--- src/rtl/gdrv_pkg.sv ---
package gdrv_pkg;
    typedef enum logic [1:0] {
        ST_SAFE = 2'd0,
        ST_OFF  = 2'd1,
        ST_GAP  = 2'd2,
        ST_ON   = 2'd3
    } drv_state_e;

    typedef struct packed {
        logic lvsup;
        logic link;
        logic therm;
        logic uvlo;
    } fault_t;
endpackage

--- src/rtl/gdrv_hyst_mon.sv ---
module gdrv_hyst_mon #(
    parameter int             W         = 8,
    parameter logic [W-1:0]   TRIP_TH   = '0,
    parameter logic [W-1:0]   REL_TH    = '0,
    parameter bit             TRIP_HIGH = 1'b0
) (
    input  logic         clk,
    input  logic         rst_n,
    input  logic [W-1:0] value,
    output logic         flag_o
);
    logic trip;
    logic rel;

    generate
        if (TRIP_HIGH) begin : g_high
            assign trip = (value >= TRIP_TH);
            assign rel  = (value < REL_TH);
        end else begin : g_low
            assign trip = (value < TRIP_TH);
            assign rel  = (value >= REL_TH);
        end
    endgenerate

    always_ff @(posedge clk) begin
        if (!rst_n)      flag_o <= 1'b1;
        else if (flag_o) flag_o <= ~rel;
        else             flag_o <= trip;
    end

    p_trip_r3_r4: assert property (@(posedge clk) disable iff (!rst_n)
        trip |=> flag_o);
    p_hold_r3_r4: assert property (@(posedge clk) disable iff (!rst_n)
        (flag_o && !rel) |=> flag_o);
    p_release_r3_r4: assert property (@(posedge clk) disable iff (!rst_n)
        (flag_o && rel && !trip) |=> !flag_o);
endmodule

--- src/rtl/gdrv_link_wdog.sv ---
module gdrv_link_wdog #(
    parameter int TIMEOUT = 16,
    parameter int RESTORE = 3
) (
    input  logic clk,
    input  logic rst_n,
    input  logic hb_pulse,
    output logic link_lost_o
);
    localparam int GW = $clog2(TIMEOUT + 1);
    localparam int CW = $clog2(RESTORE + 1);
    localparam logic [GW-1:0] GAP_LIM = GW'(TIMEOUT - 1);
    localparam logic [CW-1:0] HB_LIM  = CW'(RESTORE - 1);

    logic [GW-1:0] gap_q;
    logic [CW-1:0] hb_cnt_q;

    always_ff @(posedge clk) begin
        if (!rst_n) begin
            gap_q       <= '0;
            hb_cnt_q    <= '0;
            link_lost_o <= 1'b1;
        end else if (hb_pulse) begin
            gap_q <= '0;
            if (link_lost_o) begin
                if (hb_cnt_q == HB_LIM) begin
                    link_lost_o <= 1'b0;
                    hb_cnt_q    <= '0;
                end else begin
                    hb_cnt_q <= hb_cnt_q + 1'b1;
                end
            end
        end else if (gap_q == GAP_LIM) begin
            gap_q       <= '0;
            hb_cnt_q    <= '0;
            link_lost_o <= 1'b1;
        end else begin
            gap_q <= gap_q + 1'b1;
        end
    end

    p_expire_r5: assert property (@(posedge clk) disable iff (!rst_n)
        (!hb_pulse && gap_q == GAP_LIM) |=> link_lost_o);
    p_hb_keeps_r5: assert property (@(posedge clk) disable iff (!rst_n)
        (!link_lost_o && hb_pulse) |=> !link_lost_o);
endmodule

--- src/rtl/gdrv_safe_supervisor.sv ---
module gdrv_safe_supervisor
    import gdrv_pkg::*;
#(
    parameter int                VH_W         = 8,
    parameter int                TEMP_W       = 8,
    parameter int                GATE_W       = 8,
    parameter logic [VH_W-1:0]   VH_ON_TH     = 8'd182,
    parameter logic [VH_W-1:0]   VH_OFF_TH    = 8'd168,
    parameter logic [TEMP_W-1:0] TSD_TH       = 8'd170,
    parameter logic [TEMP_W-1:0] TSD_HYS      = 8'd20,
    parameter logic [GATE_W-1:0] CLAMP_TH     = 8'd40,
    parameter int                LINK_TIMEOUT = 16,
    parameter int                LINK_RESTORE = 3
) (
    input  logic              clk,
    input  logic              rst_n,
    input  logic [VH_W-1:0]   vh_code,
    input  logic [TEMP_W-1:0] temp_code,
    input  logic              hb_pulse,
    input  logic              lv_ok,
    input  logic              cmd_on,
    input  logic [GATE_W-1:0] gate_code,
    output logic              src_en,
    output logic              snk_en,
    output logic              clamp_en,
    output logic [3:0]        fault_flags
);
    localparam logic [TEMP_W-1:0] TSD_REL_TH = TSD_TH - TSD_HYS;

    fault_t     flt;
    logic       any_fault;
    drv_state_e state_q;
    drv_state_e state_d;

    gdrv_hyst_mon #(
        .W(VH_W), .TRIP_TH(VH_OFF_TH), .REL_TH(VH_ON_TH), .TRIP_HIGH(1'b0)
    ) u_uvlo (
        .clk(clk), .rst_n(rst_n), .value(vh_code), .flag_o(flt.uvlo)
    );

    gdrv_hyst_mon #(
        .W(TEMP_W), .TRIP_TH(TSD_TH), .REL_TH(TSD_REL_TH), .TRIP_HIGH(1'b1)
    ) u_therm (
        .clk(clk), .rst_n(rst_n), .value(temp_code), .flag_o(flt.therm)
    );

    gdrv_link_wdog #(
        .TIMEOUT(LINK_TIMEOUT), .RESTORE(LINK_RESTORE)
    ) u_wdog (
        .clk(clk), .rst_n(rst_n), .hb_pulse(hb_pulse), .link_lost_o(flt.link)
    );

    always_ff @(posedge clk) begin
        if (!rst_n) flt.lvsup <= 1'b1;
        else        flt.lvsup <= ~lv_ok;
    end

    assign any_fault   = |flt;
    assign fault_flags = flt;

    always_comb begin
        state_d = state_q;
        if (any_fault) begin
            state_d = ST_SAFE;
        end else begin
            unique case (state_q)
                ST_SAFE: state_d = cmd_on ? ST_GAP : ST_OFF;
                ST_OFF:  state_d = cmd_on ? ST_GAP : ST_OFF;
                ST_GAP:  state_d = cmd_on ? ST_ON  : ST_OFF;
                ST_ON:   state_d = cmd_on ? ST_ON  : ST_OFF;
            endcase
        end
    end

    always_ff @(posedge clk) begin
        if (!rst_n) state_q <= ST_SAFE;
        else        state_q <= state_d;
    end

    always_comb begin
        unique case (state_q)
            ST_SAFE: begin src_en = 1'b0; snk_en = 1'b1; clamp_en = 1'b1; end
            ST_OFF:  begin src_en = 1'b0; snk_en = 1'b1; clamp_en = (gate_code < CLAMP_TH); end
            ST_GAP:  begin src_en = 1'b0; snk_en = 1'b0; clamp_en = 1'b0; end
            ST_ON:   begin src_en = 1'b1; snk_en = 1'b0; clamp_en = 1'b0; end
        endcase
    end

    p_safe_enc_r2: assert property (@(posedge clk) disable iff (!rst_n)
        any_fault |=> (snk_en && !src_en && clamp_en));
    p_no_overlap_r8: assert property (@(posedge clk) disable iff (!rst_n)
        !(src_en && snk_en));
    p_gap_first_r8: assert property (@(posedge clk) disable iff (!rst_n)
        $rose(src_en) |-> !$past(snk_en));
    p_lv_flag_r6: assert property (@(posedge clk) disable iff (!rst_n)
        !lv_ok |=> fault_flags[3]);
    p_clamp_sink_r9: assert property (@(posedge clk) disable iff (!rst_n)
        clamp_en |-> snk_en);
endmodule

--- config.mk ---
export PLATFORM = sky130hd
export DESIGN_NAME = gdrv_safe_supervisor
export DESIGN_NICKNAME = d
export VERILOG_FILES = /design/src/rtl/gdrv_pkg.sv /design/src/rtl/gdrv_hyst_mon.sv /design/src/rtl/gdrv_link_wdog.sv /design/src/rtl/gdrv_safe_supervisor.sv
export SDC_FILE = /design/constraint.sdc
export NUM_CORES = 1
export LEC_CHECK = 0
export BUFFER_PORTS_ARGS = -buffer_cell sky130_fd_sc_hd__buf_2
export CAP_MARGIN = 20
export CORE_MARGIN = 10
export CORE_UTILIZATION = 42
export CTS_BUF_LIST = sky130_fd_sc_hd__clkbuf_8
export DETAILED_ROUTE_END_ITERATION = 12
export MAX_ROUTING_LAYER = met4
export PLACE_DENSITY_LB_ADDON = 0.3
export SLEW_MARGIN = 10
export SYNTH_ARGS = -nofsm -noshare
export SYNTH_HDL_FRONTEND = slang
export SYNTH_SLANG_ARGS = --single-unit
--- constraint.sdc ---
create_clock -name clk -period 2 [get_ports clk]
set_input_delay 0 -clock clk [delete_from_list [all_inputs] [get_ports clk]]
set_output_delay 0 -clock clk [all_outputs]
set_load 0.005 [all_outputs]
==> impl_results.md, run 1 <==
* Worst min-delay path category: input port to register
* DR WL/cell at 12.2 um
* Root Buffer: clkbuf_8
* Post-CTS resize count at 0
* Crit Path Max Fanout at 3
* Clk buf depth at 2
* Drt drc at 0
* Die X at 57.0 um
* Worst hold slack at 22.0 ps
* Global-route wire length before repair at 2390 um
* FF-to-FF Start: u_wdog.gap_q[0]$_SDFF_PP0_
* Final core utilization at 0.636
* Placed cell count at 108
* Nets at 135
* Placed Instance Area at 722 um2
* Critical Path RT at 2170 ps
* 1st-iter DRT viols at 11
* RSZ-0062 raised after global routing: false
* Overall power at 0.567 mW
* Cell Rows at 13
* Final setup violation count at 0
* Cell taking the most area after synthesis: dfxtp_1
* Slew margin rel. at 0.801
* Non-filler cells, final at 118
* Area contributors post-synth: dfxtp_1 (45%), nor2_1 (5.9%), nand2_1 (4.6%)
* Worst reg2reg path depth at 7
* Total setup buffers inserted after CTS at 0
* Final setup skew at 0.685 ps
* Max IR drop VDD at 0.468 mV
* Synthesized flop and latch total at 13
* CP endpoint: u_wdog.hb_cnt_q[1]$_SDFFE_PN0P_
* Fin Setup TNS at 0 ps
* Register area share after synthesis at 0.452
* Arr. time, crit path at 1700 ps
* Post-Place Setup Slack at 499 ps
* Worst-path clk slew at 50 ps
* Maximum level of the CTS H-tree at 1
* Vias per cell at 5.03
* Total die area at 3250 um2
* Initial antenna violation count at 0
* Pin count of the biggest net entering global routing at 10
* Fin. max-slew vios at 0
* Tmin final at 1530 ps
* Reg2reg setup slack at 470 ps
* Max Cap Violations at 0
* Pwr Density at 686 nW/um2
* Gp weighted congestion at 0.728
* Vert. Die Dim at 57.0 um
* Vias at 593
* Filler instances at 115
* Final worst slack at 468 ps
* Cts hold-fix bufs at 6
* Lkg Pwr at 0.372 nW
* Post-Synthesis Cells at 66
* Core Box Area at 1300 um2
* # port buffers at 30
* Ant. Diodes at 0
* Total track usage at 0.0929
* Post-synth top area share at 0.452
* Cell area after synthesis at 576 um2
* Commonest non-fill, non-tap cell in the layout: buf_2
* Finished Cell Area at 827 um2
* Critical Path Start: u_wdog.gap_q[0]$_SDFF_PP0_
* Worst slew pin tran at 295 ps
* Final WL at 1440 um
* Ratio of cells with drive above 1 in the final layout at 0.350
* CTS tree: built
* TritonCTS Buffers at 3
* Worst r2r dst: u_wdog.hb_cnt_q[1]$_SDFFE_PN0P_
* Vias in the first global route at 573
* Crit Path Class: register to register
* Final Cycle Share at 0.766
* Most frequent cells in the layout: buf_2 (30), dfxtp_1 (13), nor2_1 (9), nand2_1 (7), dlygate4sd3_1 (6)
* Final hold vios at 0
* FMAX at 653 MHz
* Synth warn at 0
* Syn Area/Cell at 8.72 um2
* Antenna viol nets, final at 0
* Yosys cell types at 27
* FF/Latch Area at 260 um2
* Clk_lat worst skew at 240 ps
* Element type at the critical path end: register
* Status: finished clean
* Area of the multi-input gates at 282 um2
* Drt first pass iters at 4
* CTS sink count at 13
* Syn_nets at 97
* Num ports at 36
* Worst Setup Start Kind: register
* Gr ovfl total at 0
* Placed wire-length estimate at 1150 um
* Initial Util at 0.442
* P&R area growth vs syn at 43.7%
[layout make-up]
class | count | share of cell area
inverters | 3 | 0.0136
flip-flops and latches | 13 | 0.315
repair buffers | 36 | 0.254
clock inverters | 1 | 0.00454
clock buffers | 3 | 0.0499
well taps | 15 | 0.0227
multi-input cells | 47 | 0.340
[power by group]
part | internal, mW | switching (mW)
Clock | 0.135 | 0.0911
Combinational | 0.0388 | 0.0263
Sequential | 0.268 | 0.00741
[critical path: stages (launching register included)]
cell	delay, ps
dfxtp_1	320
ha_1	220
and3_1	190
ha_1	190
nor2_1	180
o21bai_1	160
nand2_1	70
a21boi_0	130
[worst min path at each step]
stage,start,endpoint,slack [ps],depth (start not counted)
2_1_floorplan,rst_n,fault_flags[3]$_SDFF_PN1_,60,1
3_3_place_gp,lv_ok,fault_flags[3]$_SDFF_PN1_,170,2
3_5_place_dp,lv_ok,fault_flags[3]$_SDFF_PN1_,170,2
4_1_cts,vh_code[6],u_uvlo.flag_o$_SDFF_PN1_,8,2
5_1_grt,vh_code[6],u_uvlo.flag_o$_SDFF_PN1_,60,2
6_report,vh_code[6],u_uvlo.flag_o$_SDFF_PN1_,20,2
[synth_stat cells, drive strengths merged]
cell type / number
and3: 2
nor2b: 1
a211oi: 1
nand3: 1
nor2: 9
inv: 3
nand2b: 1
nand2: 7
xnor2: 1
ha: 2
nor4: 1
o21bai: 1
xor2: 1
a21boi: 2
o211ai: 1
nor3b: 1
dfxtp: 13
o311ai: 1
a21oi: 5
nor4b: 1
and2: 2
nand4b: 1
buf: 3
o21ai: 5
[cell families (layout without fill, tap and decap cells)]
logic type,count (synthesis),after routing,synth area share
xor gates and xnor gates,2,2,0.0304
AOI/OAI and AO/OA,16,16,0.167
adders and majority gates,2,2,0.0435
DFF,13,13,0.452
and+or+nand+nor,27,27,0.248
buffers and inverters,6,43,0.0587
[layer usage]
layer | wire (um) | GRT usage | vias up
met2 | 609 | 0.132 | 34
met5 | 0 | - | -
met4 | 46 | 0.0503 | 0
li1 | - | - | 301
met1 | 652 | 0.105 | 253
met3 | 129 | 0.0442 | 5
[sequential cells by signal (all words and copies together) (netlist names)]
| signal | flops |
|---|---|
| fault_flags | 1 |
| state_q | 2 |
| u_therm.flag_o | 1 |
| u_uvlo.flag_o | 1 |
| u_wdog.gap_q | 5 |
| u_wdog.hb_cnt_q | 2 |
| u_wdog.link_lost_o | 1 |
Power figures use the tool's default switching activity.
==> run 2: changes to the inputs <==
==> constraint.sdc (replaced) <==
create_clock -name clk -period 1.5 [get_ports clk]
set_input_delay 0 -clock clk [delete_from_list [all_inputs] [get_ports clk]]
set_output_delay 0 -clock clk [all_outputs]
set_load 0.005 [all_outputs]
==> run 2 against run 1 <==
  * Clock-buffer cell count unchanged
  * Setup slack worse by 380 ps
  * Total power up 35%
  * Sequential power up 33%
  * Sequential cell count unchanged
  * Maximum frequency up 8.3%
  * Critical endpoint is now u_wdog.hb_cnt_q[0]$_SDFFE_PN0P_
==> impl_results.md, run 2 (synthesized netlist as in run 1, its figures left out) <==
* CTS tree: built
* Post-Place Setup Slack at 33.4 ps
* Num ports at 36
* Overall power at 0.765 mW
* Biggest regs: u_wdog.gap_q x5, state_q x2, u_wdog.hb_cnt_q x2
* Initial antenna violation count at 0
* Status: finished clean
* Clk buf depth at 2
* Sw Pwr at 0.170 mW
* Nets at 136
* Critical Path Start: u_wdog.gap_q[0]$_SDFF_PP0_
* Non-filler cells, final at 119
* Gr ovfl total at 0
* Gp weighted congestion at 0.720
* Core Box Area at 1300 um2
* Maximum level of the CTS H-tree at 1
* Combinational Power Share at 0.125
* Initial Util at 0.442
* 1st-iter DRT viols at 4
* Placed wire-length estimate at 1110 um
* Element type at the critical path end: register
* Final hold vios at 0
* Crit Path Max Fanout at 3
* Final core utilization at 0.658
* Slew margin rel. at 0.779
* TritonCTS Buffers at 3
* Final WL at 1540 um
* Lkg Pwr at 0.378 nW
* Global-route wire length before repair at 2470 um
* Final setup skew at 1.42 ps
* Arr. time, crit path at 1540 ps
* Switching Share at 0.223
* Power Internal at 0.594 mW
* Sequential share of power at 0.481
* Worst slew pin tran at 327 ps
* CTS sink count at 13
* FF-to-FF Start: u_wdog.gap_q[0]$_SDFF_PP0_
* Commonest non-fill, non-tap cell in the layout: buf_2
* Ratio of cells with drive above 1 in the final layout at 0.404
* Worst reg2reg path depth at 7
* Worst r2r dst: u_wdog.hb_cnt_q[0]$_SDFFE_PN0P_
* Vias in the first global route at 558
* Pin count of the biggest net entering global routing at 10
* Drt drc at 0
* CP endpoint: u_wdog.hb_cnt_q[0]$_SDFFE_PN0P_
* Total setup buffers inserted after CTS at 0
* Max Cap Violations at 0
* Root Buffer: clkbuf_8
* Die X at 57.0 um
* Most frequent cells in the layout: buf_2 (30), dfxtp_1 (13), nor2_1 (7), nand2_1 (6), dlygate4sd3_1 (6)
* Fin. max-slew vios at 0
* Final Cycle Share at 0.943
* Total track usage at 0.0946
* Drt first pass iters at 4
* Final setup violation count at 0
* Clk_lat worst skew at 240 ps
* DR WL/cell at 12.9 um
* Crit Path Class: register to register
* Worst min-delay path category: input port to register
* Hold Crit Depth at 2
* Tmin final at 1410 ps
* Largest reg by FF count: u_wdog.gap_q
* Ant. Diodes at 0
* Pwr Density at 893 nW/um2
* Worst-path clk slew at 50 ps
* Cell Rows at 13
* # port buffers at 30
* Max reg flops at 5
* Filler instances at 114
* FMAX at 707 MHz
* Max IR drop VDD at 0.608 mV
* Vias at 573
* FF/Latch Area at 260 um2
* Area of the multi-input gates at 303 um2
* RSZ-0062 raised after global routing: false
* Total die area at 3250 um2
* Worst hold slack at 16.8 ps
* Clock power share at 0.393
* Finished Cell Area at 856 um2
* Final worst slack at 85.5 ps
* Antenna viol nets, final at 0
* Vert. Die Dim at 57.0 um
* Placed Instance Area at 729 um2
* Vias per cell at 4.82
* Placed cell count at 109
* Reg2reg setup slack at 90 ps
* Critical Path RT at 1630 ps
* P&R area growth vs syn at 48.7%
* Fin Setup TNS at 0 ps
* Worst Setup Start Kind: register
[run 2: power by group through the flow]
stage          combinational [mW]  clock (mW)  sequential [mW]
6_report                   0.0958       0.301            0.368
2_1_floorplan              0.0350           0            0.373
3_3_place_gp               0.0736           0            0.374
5_1_grt                     0.108       0.323            0.369
4_1_cts                    0.0897       0.303            0.367
3_5_place_dp               0.0761           0            0.374
[run 2: timing repair]
item / CTS / global route
hold buffers: 6 / 0
endpoints found under the setup margin: 1 / 6
resized for setup: 1 / 5
pin swaps: 0 / 2
hold endpoints to repair: 4 / 0
[run 2: worst min path at each step]
stage	slack (ps)	from	endpoint
6_report	20	rst_n	u_wdog.link_lost_o$_SDFFE_PN1P_
5_1_grt	50	rst_n	u_wdog.link_lost_o$_SDFFE_PN1P_
4_1_cts	7	vh_code[6]	u_uvlo.flag_o$_SDFF_PN1_
3_5_place_dp	170	lv_ok	fault_flags[3]$_SDFF_PN1_
3_3_place_gp	170	lv_ok	fault_flags[3]$_SDFF_PN1_
2_1_floorplan	60	rst_n	fault_flags[3]$_SDFF_PN1_
[run 2: cell type report]
cell class	count	area share
Clock buffer	3	0.0482
Clock inverter	1	0.00439
Inverter	3	0.0132
Multi-Input combinational cell	47	0.354
Sequential cell	13	0.304
Tap cell	15	0.0219
Timing Repair Buffer	37	0.254
[run 2: per-layer routing]
metal  part of all wire  GRT usage  routed length (um)  vias up
met1               0.43      0.107                 659      250
met3              0.083     0.0354                 128        2
met5                  0          -                   0        -
met4             0.0078     0.0503                  12        0
met2               0.48      0.141                 739       21
li1                   -          -                   -      300
[run 2: critical path, stage by stage, from the launching register on]
cell and delay (ps):
dfxtp_1 350, ha_2 190, and3_1 160, ha_1 180, nor2_2 50, o21bai_4 160
a21oi_1 160, nor2b_1 60
